--- config.mk ---
export PLATFORM = sky130hd
export DESIGN_NAME = lpm_sequencer
export DESIGN_NICKNAME = d
export VERILOG_FILES = /design/src/rtl/lpm_pkg.sv /design/src/rtl/lpm_arbiter.sv /design/src/rtl/lpm_entry_gate.sv /design/src/rtl/lpm_service_check.sv /design/src/rtl/lpm_sequencer.sv
export SDC_FILE = /design/constraint.sdc
export NUM_CORES = 1
export LEC_CHECK = 0
export BUFFER_PORTS_ARGS = -buffer_cell sky130_fd_sc_hd__buf_2
export CORE_MARGIN = 4
export CORE_UTILIZATION = 30
export DETAILED_ROUTE_END_ITERATION = 10
export MAX_ROUTING_LAYER = met4
export PLACE_DENSITY = 0.52
export SKIP_LAST_GASP = 1
export SLEW_MARGIN = 20
export SYNTH_ARGS = -nofsm -noshare
export SYNTH_HDL_FRONTEND = slang
export SYNTH_SLANG_ARGS = --single-unit
--- constraint.sdc ---
create_clock -name clk -period 16.18 [get_ports clk]
set_input_delay 1.618 -clock clk [delete_from_list [all_inputs] [get_ports clk]]
set_output_delay 1.618 -clock clk [all_outputs]
set_load 0.01 [all_outputs]
--- src/rtl/lpm_pkg.sv ---
package lpm_pkg;
   typedef enum logic [2:0] {
      ST_RUN        = 3'd0,
      ST_WAIT_DRAIN = 3'd1,
      ST_IDLE       = 3'd2,
      ST_XFER       = 3'd3,
      ST_PWRDN      = 3'd4,
      ST_WAKE       = 3'd5
   } lpm_state_e;

   typedef enum logic [1:0] {
      ACT_NONE   = 2'd0,
      ACT_RESUME = 2'd1,
      ACT_VECTOR = 2'd2,
      ACT_XFER   = 2'd3
   } lpm_action_e;
endpackage

--- src/rtl/lpm_arbiter.sv ---
module lpm_arbiter #(
   parameter int NSRC   = 8,
   parameter int PRIO_W = 4,
   parameter int IDX_W  = (NSRC > 1) ? $clog2(NSRC) : 1
) (
   input  logic [NSRC-1:0]        cand,
   input  logic [NSRC*PRIO_W-1:0] prio_flat,
   output logic                   any,
   output logic [IDX_W-1:0]       win_idx,
   output logic [PRIO_W-1:0]      win_prio
);
   logic [PRIO_W-1:0] prio_a [NSRC];

   initial begin
      assert (NSRC >= 1 && NSRC <= 256) else $error("lpm_arbiter: NSRC out of range");
      assert (PRIO_W >= 1 && PRIO_W <= 8) else $error("lpm_arbiter: PRIO_W out of range");
   end

   for (genvar g = 0; g < NSRC; g++) begin : g_unpack
      assign prio_a[g] = prio_flat[g*PRIO_W +: PRIO_W];
   end

   // Strictly-greater compare on an ascending scan keeps the lowest index on a tie.
   always_comb begin
      any      = 1'b0;
      win_idx  = '0;
      win_prio = '0;
      for (int i = 0; i < NSRC; i++) begin
         if (cand[i] && (!any || (prio_a[i] > win_prio))) begin
            any      = 1'b1;
            win_idx  = IDX_W'(i);
            win_prio = prio_a[i];
         end
      end
   end

   always_comb begin
      if (any) begin
         assert (cand[win_idx]) else $error("AST_GRANT_REQUESTING");
      end
   end
endmodule

--- src/rtl/lpm_entry_gate.sv ---
module lpm_entry_gate (
   input  logic prev_done,
   input  logic bus_busy,
   input  logic rdy_en,
   input  logic rdy_seen,
   output logic drained,
   output logic refuse
);
   assign drained = prev_done & ~bus_busy;
   assign refuse  = rdy_en & ~rdy_seen;
endmodule

--- src/rtl/lpm_service_check.sv ---
module lpm_service_check #(
   parameter int PRIO_W = 4
) (
   input  logic              any,
   input  logic              win_xfer,
   input  logic [PRIO_W-1:0] win_prio,
   input  logic [PRIO_W-1:0] cpu_prio,
   input  logic              glob_en,
   output lpm_pkg::lpm_action_e action
);
   import lpm_pkg::*;
   logic svc_ok;

   assign svc_ok = glob_en && (win_prio > cpu_prio);

   always_comb begin
      if (!any)                action = ACT_NONE;
      else if (!svc_ok)        action = ACT_RESUME;
      else if (win_xfer)       action = ACT_XFER;
      else                     action = ACT_VECTOR;
   end
endmodule

--- src/rtl/lpm_sequencer.sv ---
module lpm_sequencer #(
   parameter int NSRC   = 8,
   parameter int PRIO_W = 4,
   parameter int IDX_W  = (NSRC > 1) ? $clog2(NSRC) : 1
) (
   input  logic                   clk,
   input  logic                   rst_n,
   input  logic                   idle_req,
   input  logic                   pdown_req,
   input  logic                   prev_done,
   input  logic                   bus_busy,
   input  logic                   rdy_en,
   input  logic                   rdy_seen,
   input  logic [NSRC-1:0]        src_req,
   input  logic [NSRC-1:0]        src_en,
   input  logic [NSRC-1:0]        src_xfer,
   input  logic [NSRC*PRIO_W-1:0] src_prio,
   input  logic [PRIO_W-1:0]      cpu_prio,
   input  logic                   glob_en,
   input  logic                   xfer_done,
   output logic                   cpu_clk_en,
   output logic                   per_clk_en,
   output logic                   resume,
   output logic                   vector_go,
   output logic [IDX_W-1:0]       sel_src,
   output logic                   xfer_start
);
   import lpm_pkg::*;

   lpm_state_e        st, nxt;
   logic              deep_q, deep_n;
   logic [NSRC-1:0]   en_snap;
   logic [NSRC-1:0]   cand;
   logic              any;
   logic [IDX_W-1:0]  win_idx;
   logic [PRIO_W-1:0] win_prio;
   logic              drained, refuse;
   lpm_action_e       action;
   logic              in_idle, enter_ok;

   initial begin
      assert (IDX_W >= 1 && (1 << IDX_W) >= NSRC) else $error("lpm_sequencer: IDX_W too small");
   end

   lpm_entry_gate u_gate (
      .prev_done (prev_done),
      .bus_busy  (bus_busy),
      .rdy_en    (rdy_en),
      .rdy_seen  (rdy_seen),
      .drained   (drained),
      .refuse    (refuse)
   );

   assign in_idle = (st == ST_IDLE);
   assign cand    = in_idle ? (src_req & en_snap) : '0;

   lpm_arbiter #(.NSRC(NSRC), .PRIO_W(PRIO_W), .IDX_W(IDX_W)) u_arb (
      .cand      (cand),
      .prio_flat (src_prio),
      .any       (any),
      .win_idx   (win_idx),
      .win_prio  (win_prio)
   );

   lpm_service_check #(.PRIO_W(PRIO_W)) u_svc (
      .any      (any),
      .win_xfer (src_xfer[win_idx]),
      .win_prio (win_prio),
      .cpu_prio (cpu_prio),
      .glob_en  (glob_en),
      .action   (action)
   );

   assign enter_ok = (st == ST_WAIT_DRAIN) && drained && !refuse;

   always_comb begin
      nxt    = st;
      deep_n = deep_q;
      unique case (st)
         ST_RUN: begin
            if (pdown_req) begin
               nxt = ST_WAIT_DRAIN; deep_n = 1'b1;
            end else if (idle_req) begin
               nxt = ST_WAIT_DRAIN; deep_n = 1'b0;
            end
         end
         ST_WAIT_DRAIN: begin
            if (drained) begin
               if (refuse)      nxt = ST_RUN;
               else if (deep_q) nxt = ST_PWRDN;
               else             nxt = ST_IDLE;
            end
         end
         ST_IDLE: begin
            if (action == ACT_XFER)      nxt = ST_XFER;
            else if (action != ACT_NONE) nxt = ST_WAKE;
         end
         ST_XFER:  if (xfer_done) nxt = ST_IDLE;
         ST_PWRDN: nxt = ST_PWRDN;
         ST_WAKE:  nxt = ST_RUN;
         default:  nxt = ST_RUN;
      endcase
   end

   always_ff @(posedge clk or negedge rst_n) begin
      if (!rst_n) begin
         st         <= ST_RUN;
         deep_q     <= 1'b0;
         en_snap    <= '0;
         cpu_clk_en <= 1'b1;
         per_clk_en <= 1'b1;
         resume     <= 1'b0;
         vector_go  <= 1'b0;
         xfer_start <= 1'b0;
         sel_src    <= '0;
      end else begin
         st         <= nxt;
         deep_q     <= deep_n;
         cpu_clk_en <= (nxt == ST_RUN) || (nxt == ST_WAIT_DRAIN) || (nxt == ST_WAKE);
         per_clk_en <= (nxt != ST_PWRDN);
         resume     <= in_idle && ((action == ACT_RESUME) || (action == ACT_VECTOR));
         vector_go  <= in_idle && (action == ACT_VECTOR);
         xfer_start <= in_idle && (action == ACT_XFER);
         if (enter_ok) en_snap <= src_en;
         if (in_idle && any) sel_src <= win_idx;
      end
   end

   AST_WAIT_KEEPS_CLK: assert property (@(posedge clk) disable iff (!rst_n)
      (st == ST_WAIT_DRAIN && !drained) |=> cpu_clk_en);
   AST_ENTRY_DRAINED: assert property (@(posedge clk) disable iff (!rst_n)
      $fell(cpu_clk_en) |-> $past(drained));
   AST_REFUSE_KEEPS_CLK: assert property (@(posedge clk) disable iff (!rst_n)
      (st == ST_WAIT_DRAIN && drained && refuse) |=> (cpu_clk_en && per_clk_en && !resume));
   AST_IDLE_CLOCKS: assert property (@(posedge clk) disable iff (!rst_n)
      (st == ST_IDLE) |-> (!cpu_clk_en && per_clk_en));
   AST_PDOWN_STICKY: assert property (@(posedge clk) disable iff (!rst_n)
      (st == ST_PWRDN) |=> (st == ST_PWRDN && !cpu_clk_en && !per_clk_en));
   AST_RESUME_PULSE: assert property (@(posedge clk) disable iff (!rst_n)
      resume |=> !resume);
   AST_VECTOR_WITH_RESUME: assert property (@(posedge clk) disable iff (!rst_n)
      vector_go |-> (resume && cpu_clk_en));
   AST_XFER_STAYS_ASLEEP: assert property (@(posedge clk) disable iff (!rst_n)
      xfer_start |-> (!resume && !cpu_clk_en));
   AST_XFER_PULSE: assert property (@(posedge clk) disable iff (!rst_n)
      xfer_start |=> !xfer_start);
endmodule

* Yosys cells after proc, flatten, opt, wreduce, memory -nomap -nowiden *
Cells that the tools add are included.

cells by class
  order comparisons = 9
  equality and inequality tests = 10
  muxes and demuxes = 40
  bitwise gates (word level) = 5
  reductions and logical operators = 37

operator list
  kind                number
  $mux 3              12
  $gt 4x4->1          8
  $mux 4              8
  $pmux 3 s5          1
  $logic_and 1x1->1   14
  $mux 1              13
  $logic_or 1x1->1    10
  $and 8x8->8         1
  $logic_not 1->1     8
  $mux 2              4
  $mux 8              1
  $eq 3x1->1 const B  2
  $eq 3x2->1 const B  2
  $eq 3x3->1 const B  2
  $logic_not 3->1     2
  $eq 2x2->1 const B  2
  $lt 3x4->1 const B  1
  $reduce_bool 2->1   2
  $bmux 1 s3          1
  $ne 3x3->1 const B  1
  $and 1x1->1         2
  $eq 2x1->1 const B  1
  $not 1->1           2
  $reduce_and 2->1    1

storage, ports and cells
  register bits = 20
  bits of input ports = 70
  output and inout bits = 8
  logic and storage cells = 110

* Depth between registers and ports, before layout *
  depth in word-level cells = 43
  gate-level depth with buffers = 65
  gate-level depth less buffers = 60

* Modules after synthesis *
From an unflattened synthesis, not the netlist that was laid out.

second synthesis, totals
  cell total of the unflattened synthesis = 306
  area total of the unflattened synthesis = 2,620.0 µm²

modules (own cells, without submodules)
  module             times used  cells an instance  area each (µm²)  seq. area each (µm²)
  lpm_arbiter        1           210                1,519.0          0.0
  lpm_sequencer      1           77                 958.4            503.0
  lpm_service_check  1           17                 115.1            0.0
  lpm_entry_gate     1           2                  27.5             0.0

* Least setup slack after synthesis *
No wires, ideal clock.

  path kind = input-to-reg
  from = input port src_req[0]
  to = register st[0]
  setup time = 0.083 ns
  arrival time = 12.711 ns
  data required time = 16.097 ns
  path slack = 3.386 ns
  cell stages on the path = 58
  path buffers = 4
  cell sequence = nand2_1 nor2_4 nand2_1 ha_1 nor2b_1 o211a_1 o21a_2 mux2_2 ha_1 a211oi_1 a21o_1 clkbuf_1 o211ai_1 a21boi_0 ha_1 nand2_1 o22a_1 a21o_1 [22 not listed] a21oi_1 o21ai_0 a2bb2oi_1 clkbuf_1 o21a_1 o2bb2ai_1 ha_1 nor2b_1 o21a_1 o21a_1 o211ai_1 nor3_1 nor2_1 o32a_1 ha_1 inv_1 mux4_1 o21ai_0

between the ends
  cells in the longest elaborated chain, start to end = 40
  elaborated cells on any way between the ends = 65
  those cells by class = 8 x order compare; 1 x eq/ne; 32 x mux; 1 x bitwise; 23 x reduce/logical

ends and longest elaborated chain
  item                                           line                     source
  start, declared                                lpm_sequencer.sv:14      input logic [NSRC-1:0] src_req,
  $and 8x8->8 *                                  lpm_sequencer.sv:55      assign cand = in_idle ? (src_req & en_snap) : '0;
  $mux 8 *                                       lpm_sequencer.sv:55
  $mux 4 or $mux 1 (tied branches)               lpm_arbiter.sv:29        if (cand[i] && (!any || (prio_a[i] > win_prio))) begin
  $gt 4x4->1 or $logic_not 1->1 (tied branches)  lpm_arbiter.sv:29
  $logic_or 1x1->1                               lpm_arbiter.sv:29
  $logic_and 1x1->1                              lpm_arbiter.sv:29
  $mux 4 or $mux 1 (tied branches)               lpm_arbiter.sv:29
  $gt 4x4->1 or $logic_not 1->1 (tied branches)  lpm_arbiter.sv:29
  [25 not listed]                                --
  $mux 1                                         lpm_service_check.sv:19  else if (win_xfer) action = ACT_XFER;
  $mux 2                                         lpm_service_check.sv:18  else if (!svc_ok) action = ACT_RESUME;
  $mux 2 *                                       lpm_service_check.sv:17  if (!any) action = ACT_NONE;
  $reduce_bool 2->1                              lpm_sequencer.sv:96      else if (action != ACT_NONE) nxt = ST_WAKE;
  $mux 3                                         lpm_sequencer.sv:96
  $mux 3 *                                       lpm_sequencer.sv:95      if (action == ACT_XFER) nxt = ST_XFER;
  $pmux 3 s5 *                                   lpm_sequencer.sv:79      unique case (st)
  net nxt[0]                                     lpm_sequencer.sv:30      lpm_state_e st, nxt;
  end signal, assigned                           lpm_sequencer.sv:117     st <= nxt;
  end, declared                                  lpm_sequencer.sv:30

The timed path passes the listed nets; every way through them passes the cells marked *. The select of a mux whose other input is x is not followed.
A chain may end at the register's enable or synchronous reset.

* Worst setup path in the final report *
Same ends and word-level chain as after synthesis.

==> run_results.csv <==
group,metric,value,unit
critical_path,reg2reg_depth,55,
critical_path,slowest_delay,0.76,ns
worst_hold_path,hold_end,"sel_src[2]$_DFFE_PN0P_",
synthesis,synth_area_leaders,"dfrtp_1 19%, ha_1 18%, mux2_2 5.7%",
layout,stdcell_count,452,
routing,route.vias.total,2281,
floorplan,fp.dieH,96.9,um
cts,htree_levels,1,
layout,fill_cells,834,
outcome,status,"finished clean",
critical_path,r2r_end,"st[0]$_DFF_PN0_",
layout,nets,455,
cts,clk_pin_slew,0.07,ns
floorplan,io_pins,78,
cts,cts_resized,0,
critical_path,crit_fanout,14,
routing,drt_pass1_iterations,4,
critical_path,worstSetupPathType,"in2reg",
sta,max_clock_freq,72.2,MHz
critical_path,worst-path-stages,56,
synthesis,yosysWarningCount,0,
global_routing,overflow,0,
global_routing,grt_use_total,13.2,%
layout,area_growth,23.7,%
synthesis,yosys.area.top_type_share,19.0,%
critical_path,cp-startpoint,"src_req[0]",
floorplan,fp.dieArea,0.00939,mm^2
cts,clock_path_buffers,2,
floorplan,initial_utilization,30.8,%
critical_path,required,16.36,ns
sta,finalHoldViolations,0,
routing,wl,6320,um
cts,cts.sinks,20,
global_routing,grt_start_max_net_pins,21,
global_routing,antenna_found_initial,0,
routing,drtIter0Drc,55,
critical_path,r2r_setup_slack,2.77,ns
critical_path,cp_slowest_cell,"a2bb2oi_1",
cts,cts_hold_buf,0,
worst_hold_path,hold_depth,1,
place,dpl.cell_count,448,
sta,setup_viol,0,
routing,drc,0,
floorplan,core,0.00769,mm^2
worst_hold_path,min-delay-start,"sel_src[2]$_DFFE_PN0P_",
synthesis,syn_avg_cell_area,8.65,um^2
sta,tightest_slew,0.941,ns
place,hpwl,5470,um
critical_path,setup.worst_path.start_class,"primary input",
floorplan,std_cell_rows,32,
sta,finalCritPeriodShare,85.6,%
synthesis,synthCells,274,
cts,cts_made_buffers,3,
layout,num_antenna_cells,0,
synthesis,seq_area_frac_synth,21.2,%
worst_hold_path,min_path_type,"reg2reg",
floorplan,fp.dieW,96.9,um
critical_path,end_kind,"flip-flop",
sta,fin_skew,0.00868,ns
pwr,p_leak,1.45,nW
synthesis,ys_ff_latch,20,
cts,cts_tree,"yes",
routing,ant_nets,0,
synthesis,async_reset_ff_share,100,%
layout,layout-drive-gt1-share,31.7,%
sta,slew_headroom,37.0,%
global_routing,grt_first_pass_wirelength,10200,um
pwr,power_density,100,mW/mm^2
pwr,ir_worst_vdd,46.7,uV
routing,via_per_inst,5.05,
synthesis,synth_cell_type_count,59,
synthesis,yosysTopAreaCell,"dfrtp_1",
critical_path,worstPathArrival,14.03,ns
sta,drv_slew,0,
global_routing,grt_pass1_vias,2245,
cts,cts-root-buf,"clkbuf_8",
cts,cts_setup_buffers,0,
critical_path,crit_family,"compound AO/OA/AOI/OAI gates",
critical_path,cp.buffers_inverters,3,
sta,rsz0062_at_grt,"no",
routing,post_drt_wl_per_cell,14.0,um
synthesis,synth-edff-count,0,
synthesis,synth_area,0.00237,mm^2
cts,clock_latency,0.26,ns
sta,tns,0,ns
critical_path,cpMostUsedCell,"ha_1",
synthesis,synth.net_count,378,
place,gp_congestion,0.794,
place,io_buffers,77,
job,max_cap_viol_count,0,
critical_path,worst_r2r_startpoint,"st[2]$_DFF_PN0_",
synthesis,synth_ff_type,"dfrtp_1",
sta,min_period,13.85,ns
[sequential cells by signal (all words and copies together) (netlist names)]
register,flops
sel_src,3
deep_q,1
resume,1
per_clk_en,1
xfer_start,1
cpu_clk_en,1
en_snap,8
vector_go,1
st,3
[cells in the final DEF (no fill, tap or decap), types with 5 or more instances in the layout]
cell and n:
a211oi_1 5, a21oi_1 15, buf_2 77, dfrtp_1 18
ha_1 34, inv_1 30, mux2_2 12, nand2_1 29
nand4_1 5, nor2_1 13, nor2b_1 5, o21a_1 9
o21ai_0 16
[routing by layer]
| layer | GRT usage [%] | share of wire (%) |
|---|---|---|
| met4 | 1.94 | 0.27 |
| met3 | 1.37 | 3.6 |
| met1 | 18.5 | 50 |
| met2 | 21.2 | 46 |
| met5 | - | 0 |
[cell usage after synthesis (2+ instances only)]
cell        n
mux2i_1     4
a21oi_1    15
a22oi_1     2
nor2b_1     5
buf_2       2
nand2_1    29
nand3_1     3
mux2i_2     2
o21ai_0    16
o211ai_1    4
a41oi_1     2
nand4_1     5
nor3_1      4
a211oi_1    5
mux2_2     12
and2_1      3
dfstp_2     2
o211ai_2    4
o2bb2ai_1   3
inv_1      30
ha_1       34
a22o_1      3
and3_1      2
a211o_1     3
clkbuf_1    3
a221oi_2    4
dfrtp_1    18
o21a_1      9
a21o_1      4
nor2_1     13
[how the worst max path moves through the flow]
stage,end
after CTS,st[0]$_DFF_PN0_
after floorplan,st[0]$_DFF_PN0_
final,st[0]$_DFF_PN0_
after global placement,st[0]$_DFF_PN0_
after detailed placement,st[0]$_DFF_PN0_
after global routing,st[0]$_DFF_PN0_
[power by group]
group	leakage [nW]	internal (mW)	switching, mW	total, mW
Combinational	1.17	0.0748	0.0804	0.155
Clock	0.0357	0.0330	0.0171	0.0501
Sequential	0.243	0.0717	0.0166	0.0883
[area by class of cell]
class                           instances  area (um^2)  share of cell area, %
Multi-Input combinational cell        218         1730                   58.8
Sequential cell                        20          503                   17.1
Timing Repair Buffer                   78          393                   13.4
Tap cell                              102          128                   4.35
Inverter                               30          113                   3.84
Clock buffer                            3         41.3                   1.41
Clock inverter                          1         30.0                   1.02
[per-stage QoR]
| stage | hold slack, ns | instance area (um^2) | power (mW) | utilization (%) | worst slack (ns) |
|---|---|---|---|---|---|
| 2_1_floorplan | 0.472 | 2370 | 0.201 | - | 3.39 |
| 3_3_place_gp | 0.486 | 2860 | 0.244 | 37.2 | 2.16 |
| 3_5_place_dp | 0.472 | 2860 | 0.246 | 37.2 | 2.01 |
| 4_1_cts | 0.491 | 2930 | 0.297 | 38.2 | 2.28 |
| 5_1_grt | 0.520 | 2930 | 0.321 | 38.2 | 1.14 |
| 6_report | 0.483 | 2930 | 0.294 | 38.2 | 2.33 |
[cell families (layout without fill, tap and decap cells)]
group	count (synthesis)	in the layout	share of synthesized area, %
fa+ha+maj	34	34	17.9
simple gates	74	74	15.8
flops	20	20	21.2
compound gates	91	91	29.4
mux	19	19	9.66
buf+inv	36	112	5.96
No activity file was read; power rests on OpenSTA's default activity.
